[config.mk]
export PLATFORM = sky130hd
export DESIGN_NAME = uart_mp_rx
export DESIGN_NICKNAME = d
export VERILOG_FILES = /design/src/rtl/rxmp_pkg.sv /design/src/rtl/rxmp_sync.sv /design/src/rtl/rxmp_bitclk.sv /design/src/rtl/rxmp_frame.sv /design/src/rtl/uart_mp_rx.sv
export SDC_FILE = /design/constraint.sdc
export NUM_CORES = 1
export LEC_CHECK = 0
export BUFFER_PORTS_ARGS = -buffer_cell sky130_fd_sc_hd__clkbuf_2
export CAP_MARGIN = 10
export CORE_AREA = 2 2 68 70
export DETAILED_ROUTE_END_ITERATION = 12
export DIE_AREA = 0 0 70 72
export GPL_TIMING_DRIVEN = 0
export PLACE_DENSITY = 0.65
export SYNTH_ARGS = -nofsm -noshare
export SYNTH_HDL_FRONTEND = slang
export SYNTH_SLANG_ARGS = --single-unit
[constraint.sdc]
create_clock -name clk -period 3 [get_ports clk]
set_clock_uncertainty 0.15 [all_clocks]
set_input_delay 0.6 -clock clk [delete_from_list [all_inputs] [get_ports clk]]
set_output_delay 0.6 -clock clk [all_outputs]
set_load 0.005 [all_outputs]
[src/rtl/rxmp_pkg.sv]
package rxmp_pkg;

  typedef enum logic [2:0] {
    S_IDLE,
    S_START,
    S_DATA,
    S_XBIT,
    S_PAR,
    S_STOP
  } rx_state_t;

  localparam logic [1:0] PK_ODD   = 2'b00;
  localparam logic [1:0] PK_EVEN  = 2'b01;
  localparam logic [1:0] PK_ONE   = 2'b10;
  localparam logic [1:0] PK_ZERO  = 2'b11;

  // expected parity bit given the xor of the data bits
  function automatic logic expect_parity(input logic [1:0] kind, input logic dxor);
    logic r;
    case (kind)
      PK_ODD:  r = ~dxor;
      PK_EVEN: r = dxor;
      PK_ONE:  r = 1'b1;
      default: r = 1'b0;
    endcase
    return r;
  endfunction

endpackage

[src/rtl/rxmp_sync.sv]
module rxmp_sync #(
  parameter int STAGES = 2
) (
  input  logic clk,
  input  logic rst,
  input  logic din,
  output logic dout,
  output logic fall
);

  logic [STAGES-1:0] chain;
  logic              last;

  generate
    if (STAGES == 1) begin : g_one
      always_ff @(posedge clk) begin
        if (rst) chain <= 1'b1;
        else     chain <= din;
      end
    end else begin : g_many
      always_ff @(posedge clk) begin
        if (rst) chain <= '1;
        else     chain <= {chain[STAGES-2:0], din};
      end
    end
  endgenerate

  always_ff @(posedge clk) begin
    if (rst) last <= 1'b1;
    else     last <= chain[STAGES-1];
  end

  assign dout = chain[STAGES-1];
  assign fall = last & ~dout;

endmodule

[src/rtl/rxmp_bitclk.sv]
module rxmp_bitclk #(
  parameter int OSR = 16
) (
  input  logic clk,
  input  logic rst,
  input  logic tick,
  input  logic hold,
  input  logic half,
  output logic strobe
);

  localparam int CW   = (OSR > 2) ? $clog2(OSR) : 1;
  localparam int HALF = OSR / 2;

  logic [CW-1:0] cnt;
  logic [CW-1:0] lim;

  assign lim    = half ? CW'(HALF - 1) : CW'(OSR - 1);
  assign strobe = tick & ~hold & (cnt == lim);

  always_ff @(posedge clk) begin
    if (rst || hold) begin
      cnt <= '0;
    end else if (tick) begin
      cnt <= strobe ? '0 : cnt + 1'b1;
    end
  end

endmodule

[src/rtl/rxmp_frame.sv]
module rxmp_frame
  import rxmp_pkg::*;
#(
  parameter int DW = 8
) (
  input  logic          clk,
  input  logic          rst,
  input  logic          rxs,
  input  logic          fall,
  input  logic          strobe,
  input  logic [1:0]    len_sel,
  input  logic          par_en,
  input  logic [1:0]    par_sel,
  input  logic          xbit_en,
  input  logic          mp_en,
  output logic          hold,
  output logic          half,
  output logic [DW-1:0] rx_data,
  output logic          rx_xbit,
  output logic          rx_valid,
  output logic          par_err,
  output logic          frm_err
);

  localparam int MIN_LEN = DW - 3;
  localparam int BW      = $clog2(DW);

  rx_state_t     state;
  logic [BW-1:0] bidx;
  logic [BW-1:0] last_idx;
  logic [DW-1:0] shreg;
  logic          pacc;
  logic          xb_r;
  logic          perr_r;
  logic          accept;

  assign last_idx = BW'(MIN_LEN - 1) + BW'(len_sel);
  assign hold     = (state == S_IDLE);
  assign half     = (state == S_START);
  assign accept   = rxs & (~mp_en | (xbit_en & xb_r));

  always_ff @(posedge clk) begin
    if (rst) begin
      state    <= S_IDLE;
      bidx     <= '0;
      shreg    <= '0;
      pacc     <= 1'b0;
      xb_r     <= 1'b0;
      perr_r   <= 1'b0;
      rx_data  <= '0;
      rx_xbit  <= 1'b0;
      rx_valid <= 1'b0;
      par_err  <= 1'b0;
      frm_err  <= 1'b0;
    end else begin
      rx_valid <= 1'b0;
      case (state)
        S_IDLE: begin
          if (fall) state <= S_START;
        end
        S_START: begin
          if (strobe) begin
            if (!rxs) begin
              state  <= S_DATA;
              bidx   <= '0;
              shreg  <= '0;
              pacc   <= 1'b0;
              xb_r   <= 1'b0;
              perr_r <= 1'b0;
            end else begin
              state <= S_IDLE;
            end
          end
        end
        S_DATA: begin
          if (strobe) begin
            shreg[bidx] <= rxs;
            pacc        <= pacc ^ rxs;
            if (bidx == last_idx) begin
              if (xbit_en)     state <= S_XBIT;
              else if (par_en) state <= S_PAR;
              else             state <= S_STOP;
            end else begin
              bidx <= bidx + 1'b1;
            end
          end
        end
        S_XBIT: begin
          if (strobe) begin
            xb_r  <= rxs;
            state <= par_en ? S_PAR : S_STOP;
          end
        end
        S_PAR: begin
          if (strobe) begin
            perr_r <= (rxs != expect_parity(par_sel, pacc));
            state  <= S_STOP;
          end
        end
        S_STOP: begin
          if (strobe) begin
            frm_err <= ~rxs;
            par_err <= perr_r & par_en;
            if (accept) begin
              rx_valid <= 1'b1;
              rx_data  <= shreg;
              rx_xbit  <= xb_r & xbit_en;
            end
            state <= S_IDLE;
          end
        end
        default: state <= S_IDLE;
      endcase
    end
  end

endmodule

[src/rtl/uart_mp_rx.sv]
module uart_mp_rx #(
  parameter int OSR         = 16,
  parameter int DW          = 8,
  parameter int SYNC_STAGES = 2
) (
  input  logic          clk,
  input  logic          rst,
  input  logic          tick16,
  input  logic          rxd,
  input  logic [1:0]    len_sel,
  input  logic          par_en,
  input  logic [1:0]    par_sel,
  input  logic          xbit_en,
  input  logic          mp_en,
  output logic [DW-1:0] rx_data,
  output logic          rx_xbit,
  output logic          rx_valid,
  output logic          par_err,
  output logic          frm_err
);

  logic rxs;
  logic fall;
  logic strobe;
  logic hold;
  logic half;

  rxmp_sync #(.STAGES(SYNC_STAGES)) u_sync (
    .clk  (clk),
    .rst  (rst),
    .din  (rxd),
    .dout (rxs),
    .fall (fall)
  );

  rxmp_bitclk #(.OSR(OSR)) u_bitclk (
    .clk    (clk),
    .rst    (rst),
    .tick   (tick16),
    .hold   (hold),
    .half   (half),
    .strobe (strobe)
  );

  rxmp_frame #(.DW(DW)) u_frame (
    .clk      (clk),
    .rst      (rst),
    .rxs      (rxs),
    .fall     (fall),
    .strobe   (strobe),
    .len_sel  (len_sel),
    .par_en   (par_en),
    .par_sel  (par_sel),
    .xbit_en  (xbit_en),
    .mp_en    (mp_en),
    .hold     (hold),
    .half     (half),
    .rx_data  (rx_data),
    .rx_xbit  (rx_xbit),
    .rx_valid (rx_valid),
    .par_err  (par_err),
    .frm_err  (frm_err)
  );

endmodule

Yosys cells after proc, flatten, opt, wreduce, memory -nomap -nowiden
Index checks and enable logic that the tools add are counted.
{ "totals": {"reg_bits": 36, "output_inout_bits": 12, "wordCells": 105} }
{ "op_classes": {"n_addsub": 3, "magnitude_cmp": 2, "eq_ne": 19, "n_mux": 38, "n_bitwise": 14, "n_reduce_logical": 15} }
{ "ops": {"columns": ["operator", "count"], "rows": [
  ["$mux W3", 12],
  ["$mux W8", 3],
  ["$pmux W3 S6", 1],
  ["$ne A2 B2 Y1 const B", 8],
  ["$pmux W8 S2", 1],
  ["$reduce_and A4 Y1", 3],
  ["$mux W1", 11],
  ["$bwmux W8", 1],
  ["$mux W4", 2],
  ["$reduce_and A7 Y1", 1],
  ["$and A1 B1 Y1", 6],
  ["$eq A3 B2 Y1 const B", 2],
  ["$eq A3 B3 Y1 const B", 2],
  ["$not A1 Y1", 6],
  ["$pmux W1 S2", 3],
  ["$pmux W3 S2", 1],
  ["$reduce_bool A2 Y1", 3],
  ["$reduce_and A5 Y1", 1],
  ["$add A4 B1 Y4 const B", 1],
  ["$eq A4 B4 Y1", 1],
  ["$lt A3 B4 Y1 const B", 1],
  ["$add A3 B1 Y3 const B", 1],
  ["$add A3 B2 Y3 const A", 1],
  ["$demux W1 S3", 1],
  ["18 further kinds", 18]
]} }

Depth between registers and ports, before layout
Gate-level depths: netlist of run 1.
{ "depth": {"depth_word": 10, "mapped_depth": 6, "depth_no_buf": 5} }

Cells and area by module
Synthesis of run 1 repeated with hierarchy kept, for this count alone.
{ "unflattened": {"hier_cells": 188, "hier_area_um2": 1776.7} }
{ "modules_own_cells": {"columns": ["module", "n_inst", "cells_per_inst", "area_each_um2"], "rows": [
  ["rxmp_frame", 1, 160, 1490.2],
  ["rxmp_bitclk", 1, 21, 201.4],
  ["rxmp_sync", 1, 7, 85.1]
]} }

Least setup slack after synthesis of run 1
Ideal clock, no wire load.
{ "synth_path": {"kind": "input -> register", "start": "in tick16", "end": "reg u_frame.bidx[1]", "setup_time_ns": 0.067, "arrival_time_ns": 1.661, "t_required_ns": 2.783, "slack_ns": 1.122, "cell_stages": 5, "path_cell_list": "buf_2 > nand4b_1 > a311o_1 > a211o_1 > a21oi_2"} }
{ "synth_between": {"elab_chain_cells": 4, "word_cells_on_any_way": 5, "cone_classes": "eq/ne (2); bitwise (2); reduce/logical (1)"} }
{ "synth_lines": {"columns": ["item", "line_no", "rtl"], "rows": [
  ["start, declared", "uart_mp_rx.sv:8", "input logic tick16,"],
  ["$and A1 B1 Y1 (*) (2 in series)", "rxmp_bitclk.sv:19", "assign strobe = tick & ~hold & (cnt == lim);"],
  ["$ne A2 B2 Y1 (no source line)", null, null],
  ["$reduce_and A5 Y1 (no source line) (*)", null, null],
  ["end signal, assigned", "rxmp_frame.sv:84", "bidx <= bidx + 1'b1;"],
  ["end, declared", "rxmp_frame.sv:29", "logic [BW-1:0] bidx;"]
]} }
Mark *: on every way between the ends. The rest lies on a longest branch, timed or not.
A chain may end at the register's enable or synchronous reset.

Worst setup path after layout of run 1
{ "layout_path": {"start": "reg u_bitclk.cnt[0]", "end": "reg u_frame.shreg[2]"} }
{ "layout_between": {"elab_chain_cells": 4, "word_cells_on_any_way": 5, "cone_classes": "eq/ne (3); bitwise (1); reduce/logical (1)"} }
{ "layout_lines": {"columns": ["item", "line_no", "rtl"], "rows": [
  ["start, declared", "rxmp_bitclk.sv:15", "logic [CW-1:0] cnt;"],
  ["start signal, assigned", "rxmp_bitclk.sv:25", "cnt <= strobe ? '0 : cnt + 1'b1;"],
  ["$eq A4 B4 Y1 (*)", "rxmp_bitclk.sv:19", null],
  ["$and A1 B1 Y1 (*)", "rxmp_bitclk.sv:19", null],
  ["$ne A2 B2 Y1 (no source line)", null, null],
  ["$reduce_and A4 Y1 (no source line) (*)", null, null],
  ["end signal, assigned by index", "rxmp_frame.sv:77", "shreg[bidx] <= rxs;"],
  ["end, declared", "rxmp_frame.sv:31", "logic [DW-1:0] shreg;"]
]} }
Marked as above.

==> run_summary.xml, run 1 <==
<?xml version="1.0" encoding="UTF-8"?>
<metrics>
  <group name="outcome">
    <metric name="run_status" unit="">finished, final reports clean</metric>
  </group>
  <group name="drt">
    <metric name="route.antenna.remaining_nets" unit="">0</metric>
    <metric name="detail_route.vias_per_cell" unit="">5.58</metric>
    <metric name="detail_route.iter0.violations" unit="">83</metric>
    <metric name="route.detailed.drc" unit="">0</metric>
    <metric name="totalWireLength" unit="um">4060</metric>
    <metric name="dr.pass1.iters" unit="">4</metric>
    <metric name="routed-via-count" unit="">1658</metric>
    <metric name="wl_per_cell" unit="um">13.7</metric>
  </group>
  <group name="die">
    <metric name="initial_core_util" unit="">0.435</metric>
    <metric name="die_footprint" unit="sq mm">0.00504</metric>
    <metric name="num_io_pins" unit="">23</metric>
    <metric name="floorplan.die.height" unit="um">72</metric>
    <metric name="placement_rows" unit="">24</metric>
    <metric name="core_area" unit="sq mm">0.00426</metric>
    <metric name="die_x" unit="um">70</metric>
  </group>
  <group name="setup_path">
    <metric name="critical-path-slowest-cell" unit="">dfxtp_1</metric>
    <metric name="timing.critical_path.from_type" unit="">flop</metric>
    <metric name="worstSetupPathType" unit="">reg2reg</metric>
    <metric name="cpMostUsedCell" unit="">o21ai_0</metric>
    <metric name="crit_path_end_kind" unit="">flop</metric>
    <metric name="worst-path-max-fanout" unit="">7</metric>
    <metric name="timing.critical_path.slowest_cell_delay" unit="ns">0.37</metric>
    <metric name="arrival" unit="ns">1.93</metric>
    <metric name="worst-r2r-setup-slack" unit="ns">1.08</metric>
    <metric name="ff2ff_path_depth" unit="">5</metric>
    <metric name="critPathBufInv" unit="">0</metric>
    <metric name="required" unit="ns">3.00</metric>
    <metric name="critical_path.reg2reg.startpoint" unit="">u_bitclk.cnt[0]</metric>
    <metric name="cell_type_group_with_the_largest_total_delay_on_the_critical_path" unit="">compound AO/OA/AOI/OAI gates</metric>
    <metric name="path_cells" unit="">ha_1 -&gt; and4b_1 -&gt; o21ai_0 -&gt; o21ai_0 -&gt; a21oi_1</metric>
    <metric name="regToRegEndpoint" unit="">u_frame.shreg[2]</metric>
  </group>
  <group name="cells_and_area">
    <metric name="finalNetCount" unit="">257</metric>
    <metric name="num_antenna_cells" unit="">0</metric>
    <metric name="n_fill_cell" unit="">441</metric>
    <metric name="register_area" unit="sq um">721</metric>
    <metric name="drive_above_1_share" unit="">0.192</metric>
    <metric name="syn_to_final_growth" unit="%">14.9</metric>
    <metric name="fin_util" unit="">0.500</metric>
    <metric name="multi_input_comb_area" unit="sq mm">0.00101</metric>
  </group>
  <group name="synthesis">
    <metric name="ys_dominant_reg_cell" unit="">dfxtp_1</metric>
    <metric name="synth.ff_latch_count" unit="">36</metric>
    <metric name="syn_nets" unit="">230</metric>
    <metric name="synthDistinctLibCells" unit="">51</metric>
    <metric name="postSynth.asyncResetShare" unit="">0</metric>
    <metric name="netlist_instances" unit="">217</metric>
    <metric name="synth.yosys.seq_area_share" unit="">0.388</metric>
    <metric name="syn_avg_cell_area" unit="sq um">8.56</metric>
    <metric name="number_of_flops_mapped_to_enable_cells_by_yosys" unit="">0</metric>
    <metric name="synth_area" unit="sq mm">0.00186</metric>
    <metric name="yosys_warnings" unit="">0</metric>
  </group>
  <group name="clocking">
    <metric name="clock-sinks" unit="">36</metric>
    <metric name="numCtsBuffers" unit="">5</metric>
    <metric name="cts_max_path_buffers" unit="">2</metric>
    <metric name="worstSkewPairLatency" unit="ns">0.29</metric>
    <metric name="cts_max_level" unit="">2</metric>
    <metric name="postCtsSetupBuffers" unit="">0</metric>
    <metric name="clock_root_buffer" unit="">clkbuf_8</metric>
    <metric name="cts_tree" unit="">built</metric>
    <metric name="cts-resized-gates" unit="">0</metric>
    <metric name="hold_buffers" unit="">0</metric>
    <metric name="path_clk_slew" unit="ns">0.08</metric>
  </group>
  <group name="worst_hold_path">
    <metric name="min-delay-start" unit="">u_sync.chain[0]</metric>
    <metric name="min_path_type" unit="">reg2reg</metric>
    <metric name="holdPathEnd" unit="">u_sync.chain[1]</metric>
    <metric name="worst_hold_path.num_cells" unit="">1</metric>
  </group>
  <group name="timing">
    <metric name="timing_hold_violations_final" unit="">0</metric>
    <metric name="post-route-period-util" unit="">0.642</metric>
    <metric name="setup_total_negative_slack" unit="ns">0</metric>
    <metric name="slew-limit-headroom" unit="">0.539</metric>
    <metric name="drv_slew" unit="">0</metric>
    <metric name="rsz0062_at_grt" unit="">false</metric>
    <metric name="timing.hold.ws" unit="ns">0.280</metric>
    <metric name="fmax" unit="MHz">520</metric>
    <metric name="setup_viol" unit="">0</metric>
    <metric name="worst_slack" unit="ns">1.08</metric>
    <metric name="timing_worst_slew_pin_value" unit="ns">0.684</metric>
    <metric name="finalWorstPathRequiredPeriod" unit="ns">1.92</metric>
  </group>
  <group name="grt">
    <metric name="grtUsageTotal" unit="">0.168</metric>
    <metric name="initial_antenna_violation_count" unit="">0</metric>
    <metric name="grt_start_max_net_pins" unit="">13</metric>
    <metric name="globalRouteOverflowTotal" unit="">0</metric>
    <metric name="grt_pass1_wl" unit="um">6900</metric>
    <metric name="grt_pass1_vias" unit="">1462</metric>
  </group>
  <group name="power_and_ir_drop">
    <metric name="report.power.total" unit="uW">960</metric>
    <metric name="leakagePower" unit="nW">0.844</metric>
    <metric name="power.density_cell_area" unit="mW/mm^2">450</metric>
    <metric name="vdd_ir_drop_max" unit="mV">0.229</metric>
  </group>
  <group name="placement">
    <metric name="port_buffers" unit="">20</metric>
    <metric name="place_hpwl" unit="um">2960</metric>
    <metric name="place.gp.congestion" unit="">0.877</metric>
    <metric name="pre_cts_ws" unit="ns">0.968</metric>
  </group>
  <group name="run">
    <metric name="cap_violations" unit="">0</metric>
  </group>
</metrics>
[layer usage]
metal	track usage	vias up	share of wire
li1	-	829	-
met1	0.226	798	0.49
met2	0.270	25	0.46
met3	0.0417	6	0.034
met4	0.0513	0	0.012
met5	0	-	0
[registers in the layout (all words and copies together), names as in the netlist, 2 cells and up]
register	count
u_sync.chain	2
u_frame.shreg	8
u_frame.bidx	3
u_bitclk.cnt	4
u_frame.rx_data	8
u_frame.state	3
[placed cells by master (no fill, tap or decap), types with 5 or more instances in the layout]
| cell | count |
|---|---|
| o21ai_0 | 9 |
| nand2_1 | 11 |
| a21oi_1 | 25 |
| nor2_1 | 16 |
| nand2b_1 | 7 |
| dfxtp_1 | 36 |
| clkbuf_2 | 22 |
| nor3_1 | 6 |
| nand3_1 | 14 |
| mux2i_1 | 10 |
| clkbuf_1 | 8 |
| clkbuf_8 | 5 |
[cells in the mapped netlist (4+ instances only)]
| cell type | count | area [sq um] |
|---|---|---|
| and3_1 | 4 | 25.0 |
| nand4_1 | 4 | 25.0 |
| dfxtp_1 | 36 | 721 |
| o21ai_0 | 9 | 45.0 |
| clkbuf_1 | 8 | 30.0 |
| nor2_1 | 16 | 60.1 |
| a21oi_1 | 25 | 125 |
| nand3_1 | 14 | 70.1 |
| nand2_1 | 11 | 41.3 |
| buf_2 | 4 | 20.0 |
| inv_1 | 4 | 15.0 |
| nand2b_1 | 7 | 43.8 |
| xnor2_1 | 4 | 35.0 |
| nor3_1 | 6 | 30.0 |
| mux2i_1 | 10 | 100 |
[worst max path at each step]
stage                          from                to  slack (ns)  cells past startpoint
finish              u_bitclk.cnt[0]  u_frame.shreg[2]        1.08                      5
detailed placement           tick16  u_frame.shreg[2]        0.97                      5
floorplan                    tick16   u_frame.bidx[1]        1.12                      5
global route        u_bitclk.cnt[0]  u_frame.shreg[2]        0.88                      5
global placement             tick16  u_frame.shreg[0]         1.0                      5
CTS                 u_bitclk.cnt[0]  u_frame.shreg[2]        1.10                      5
[logic make-up (layout without fill, tap and decap cells)]
group | count (synthesis) | count (layout) | synth area share
buffers and inverters | 23 | 51 | 0.0667
AOI/OAI and AO/OA | 53 | 53 | 0.177
and+or+nand+nor | 86 | 86 | 0.263
muxes | 10 | 10 | 0.0539
xor gates and xnor gates | 7 | 7 | 0.0371
adders and majority gates | 2 | 2 | 0.0135
DFF | 36 | 36 | 0.388
[where the power goes]
group / switching, mW / total (mW) / internal [mW]
Sequential: 0.00221 / 0.484 / 0.482
Combinational: 0.0292 / 0.0488 / 0.0196
Clock: 0.181 / 0.427 / 0.246
[cell type report]
type | count | area share
Inverter | 4 | 0.00704
Multi-Input combinational cell | 158 | 0.474
Clock inverter | 3 | 0.0199
Timing Repair Buffer | 20 | 0.0469
Sequential cell | 36 | 0.338
Buffer | 19 | 0.0510
Clock buffer | 5 | 0.0323
Tap cell | 52 | 0.0305
[per-stage QoR]
step	instances	cell area (sq um)
6_report	297	2130
5_1_grt	297	2130
4_1_cts	297	2130
3_5_place_dp	289	2020
3_3_place_gp	289	2020
2_1_floorplan	217	1860
Note: power is estimated with default switching activity, not from simulation.
==> inputs of run 2 (changes only) <==
- ABC_AREA: unset -> 1
- PLACE_DENSITY: 0.65 -> 0.68
- clock period: 3 -> 1.59 ns (I/O delays scaled with it)
==> run 2 against run 1 <==
Net effect: clock-buffer cell count up 1; largest cell class unchanged; core utilization up 7.5 points; critical path type unchanged; cell count up 21%; the flow now finishes with violations (negative setup slack); global-route usage grew 3.2 points; fmax increased by 16%; first-iteration DRC count grew 110%; via count increased by 13%; register-to-register slack worse by 1.1 ns; clock power up 89%; die area did not move.
==> run_summary.xml, run 2 <==
<?xml version="1.0" encoding="UTF-8"?>
<metrics>
  <group name="cells_and_area">
    <metric name="finalNetCount" unit="">319</metric>
    <metric name="instances_no_fill" unit="">359</metric>
    <metric name="syn_to_final_growth" unit="%">31.6</metric>
    <metric name="n_fill_cell" unit="">401</metric>
    <metric name="register_area" unit="sq um">736</metric>
    <metric name="num_antenna_cells" unit="">0</metric>
    <metric name="leading_cell_type_in_the_layout_fill_and_taps_excluded" unit="">nand2_1</metric>
    <metric name="drive_above_1_share" unit="">0.303</metric>
    <metric name="fin_util" unit="">0.576</metric>
    <metric name="reg_top3" unit="">u_frame.rx_data x8, u_frame.shreg x8, u_bitclk.cnt x4</metric>
    <metric name="multi_input_comb_area" unit="sq mm">0.00109</metric>
    <metric name="final_cell_area" unit="sq mm">0.00245</metric>
    <metric name="layout.cells.most_common_list" unit="">nand2_1, dfxtp_1, nand3_1, a21oi_1</metric>
  </group>
  <group name="timing">
    <metric name="finalWorstPathRequiredPeriod" unit="ns">1.66</metric>
    <metric name="post-route-period-util" unit="">1.04</metric>
    <metric name="timing_hold_violations_final" unit="">0</metric>
    <metric name="slew-limit-headroom" unit="">0.623</metric>
    <metric name="worst_slack" unit="ns">-0.0669</metric>
    <metric name="drv_slew" unit="">0</metric>
    <metric name="rsz0062_at_grt" unit="">true</metric>
    <metric name="fmax" unit="MHz">604</metric>
    <metric name="setup_viol" unit="">22</metric>
    <metric name="timing_worst_slew_pin_value" unit="ns">0.565</metric>
  </group>
  <group name="setup_path">
    <metric name="path_cells" unit="">inv_4 -&gt; nand3_2 -&gt; nand2_1 -&gt; nand2_2 -&gt; nor2_4 -&gt; buf_8 -&gt; clkbuf_16 -&gt; nand4_1 -&gt; a21oi_2</metric>
    <metric name="crit_path_end_kind" unit="">flop</metric>
    <metric name="worstSetupPathType" unit="">reg2reg</metric>
    <metric name="critical-path-slowest-cell" unit="">dfxtp_4</metric>
    <metric name="arrival" unit="ns">1.73</metric>
    <metric name="worst-path-max-fanout" unit="">8</metric>
    <metric name="required" unit="ns">1.66</metric>
    <metric name="timing.critical_path.from_type" unit="">flop</metric>
    <metric name="timing.critical_path.slowest_cell_delay" unit="ns">0.39</metric>
    <metric name="critPathBufInv" unit="">3</metric>
    <metric name="cell_type_group_with_the_largest_total_delay_on_the_critical_path" unit="">simple AND/OR/NAND/NOR gates</metric>
  </group>
  <group name="synthesis">
    <metric name="postSynth.asyncResetShare" unit="">0</metric>
    <metric name="yosys.cell_count.top_type" unit="">nand2_1</metric>
    <metric name="yosys_warnings" unit="">0</metric>
    <metric name="number_of_flops_mapped_to_enable_cells_by_yosys" unit="">0</metric>
    <metric name="synth_area" unit="sq mm">0.00187</metric>
    <metric name="synth_largest_type_area_fraction" unit="">0.386</metric>
    <metric name="syn_nets" unit="">281</metric>
    <metric name="synth_area_leader_cell" unit="">dfxtp_1</metric>
    <metric name="synth.area.top_cells" unit="">dfxtp_1, nand2_1, nand3_1</metric>
    <metric name="synth.ff_latch_count" unit="">36</metric>
    <metric name="synth.yosys.seq_area_share" unit="">0.386</metric>
    <metric name="syn_avg_cell_area" unit="sq um">6.96</metric>
    <metric name="netlist_top_cells_count" unit="">nand2_1, dfxtp_1, nand3_1</metric>
    <metric name="netlist_instances" unit="">268</metric>
    <metric name="synthDistinctLibCells" unit="">25</metric>
    <metric name="ys_dominant_reg_cell" unit="">dfxtp_1</metric>
  </group>
  <group name="die">
    <metric name="die_footprint" unit="sq mm">0.00504</metric>
    <metric name="placement_rows" unit="">24</metric>
    <metric name="die_x" unit="um">70</metric>
    <metric name="floorplan.die.height" unit="um">72</metric>
    <metric name="initial_core_util" unit="">0.437</metric>
    <metric name="num_io_pins" unit="">23</metric>
    <metric name="core_area" unit="sq mm">0.00426</metric>
  </group>
  <group name="clocking">
    <metric name="hold_buffers" unit="">0</metric>
    <metric name="path_clk_slew" unit="ns">0.07</metric>
    <metric name="cts_tree" unit="">built</metric>
    <metric name="cts_max_level" unit="">2</metric>
    <metric name="numCtsBuffers" unit="">5</metric>
    <metric name="clock-sinks" unit="">36</metric>
    <metric name="cts_max_path_buffers" unit="">2</metric>
    <metric name="worstSkewPairLatency" unit="ns">0.29</metric>
    <metric name="clock_root_buffer" unit="">clkbuf_8</metric>
  </group>
  <group name="drt">
    <metric name="totalWireLength" unit="um">4930</metric>
    <metric name="routed-via-count" unit="">1874</metric>
    <metric name="wl_per_cell" unit="um">13.7</metric>
    <metric name="detail_route.vias_per_cell" unit="">5.22</metric>
    <metric name="route.detailed.drc" unit="">0</metric>
    <metric name="route.antenna.remaining_nets" unit="">0</metric>
    <metric name="detail_route.iter0.violations" unit="">176</metric>
    <metric name="dr.pass1.iters" unit="">6</metric>
  </group>
  <group name="power_and_ir_drop">
    <metric name="power.density_cell_area" unit="mW/mm^2">747</metric>
    <metric name="vdd_ir_drop_max" unit="mV">0.357</metric>
    <metric name="leakagePower" unit="nW">0.935</metric>
    <metric name="report.power.total" unit="mW">1.83</metric>
  </group>
  <group name="outcome">
    <metric name="run_status" unit="">finished, violations left</metric>
    <metric name="violations" unit="">negative setup slack</metric>
  </group>
  <group name="grt">
    <metric name="grt_pass1_vias" unit="">1695</metric>
    <metric name="initial_antenna_violation_count" unit="">0</metric>
    <metric name="grt_start_max_net_pins" unit="">12</metric>
    <metric name="globalRouteOverflowTotal" unit="">0</metric>
    <metric name="grtUsageTotal" unit="">0.200</metric>
    <metric name="grt_pass1_wl" unit="um">7940</metric>
  </group>
  <group name="placement">
    <metric name="port_buffers" unit="">22</metric>
    <metric name="place_hpwl" unit="um">3210</metric>
    <metric name="place.gp.congestion" unit="">0.843</metric>
    <metric name="place_inst" unit="">342</metric>
    <metric name="dpl-instance-area" unit="sq mm">0.00204</metric>
  </group>
  <group name="worst_hold_path">
    <metric name="min_path_type" unit="">in2reg</metric>
  </group>
  <group name="run">
    <metric name="cap_violations" unit="">0</metric>
  </group>
</metrics>
## run 2: changes by cell type in the layout (fill, tap and decap cells not counted), moves of 9 or more
cell	previous run	this run
nand4_1	4	22
inv_1	4	20
nand3_1	14	26
nand2_1	11	53
mux2i_1	10	1
nand2_2	0	10
## run 2: final timing paths
path	startpoint	cells past startpoint	end	slack [ns]
max	u_frame.state[1]	9	u_frame.bidx[2]	-0.07
max reg2reg	u_frame.state[1]	9	u_frame.bidx[2]	-0.07
min reg2reg	u_sync.chain[0]	1	u_sync.chain[1]	0.26
min	rxd	2	u_sync.chain[0]	0.05
## run 2: metrics by stage
stage	hold WS [ns]	TNS (ns)	worst slack (ns)
2_1_floorplan	0.239	0	0.0553
3_3_place_gp	0.241	-3.88	-0.238
3_5_place_dp	0.248	-4.74	-0.259
4_1_cts	0.0475	-0.00292	-0.00254
5_1_grt	0.0650	-2.79	-0.128
6_report	0.0538	-0.527	-0.0669
## run 2: repair_timing
item                                    4_1_cts  5_1_grt
endpoints found under the setup margin       31       31
gates cloned                                  0        2
pin swaps                                     4        9
resized for setup                            29       29
buffers inserted                              4        4
## run 2: cells by family after synthesis
| kind of cell | Yosys count | synth area share |
|---|---|---|
| adders and majority gates | 2 | 0.0134 |
| DFF | 36 | 0.386 |
| muxes | 1 | 0.00537 |
| xor gates and xnor gates | 6 | 0.0282 |
| AOI/OAI and AO/OA | 34 | 0.0926 |
| buffers and inverters | 41 | 0.107 |
| and+or+nand+nor | 148 | 0.367 |
## run 2: area by class of cell
type	count	share of cell area
well taps	52	0.0265
multi-input cells	191	0.444
flip-flops and latches	36	0.300
clock inverters	2	0.0143
plain buffers	15	0.0505
repair buffers	32	0.0943
inverters	25	0.0413
clock buffers	6	0.0296
## run 2: worst reg2reg max path: stages, from the launching register on
cell,delay (ns)
dfxtp_4,0.39
inv_4,0.09
nand3_2,0.11
nand2_1,0.10
nand2_2,0.07
nor2_4,0.13
buf_8,0.17
clkbuf_16,0.15
nand4_1,0.08
a21oi_2,0.15
## run 2: metal layers
layer	wire length, um	vias to the layer above	part of all wire	track usage
li1	-	969	-	-
met1	2290	851	0.47	0.265
met2	2280	48	0.46	0.312
met3	278	6	0.056	0.0486
met4	76	0	0.015	0.0876
met5	0	-	0	0
## run 2: where the power goes
| group | leakage (nW) | total [mW] | switching, mW | internal [mW] |
|---|---|---|---|---|
| Clock | 0.0552 | 0.807 | 0.341 | 0.465 |
| Sequential | 0.294 | 0.906 | 0.00409 | 0.902 |
| Combinational | 0.585 | 0.122 | 0.0813 | 0.0408 |
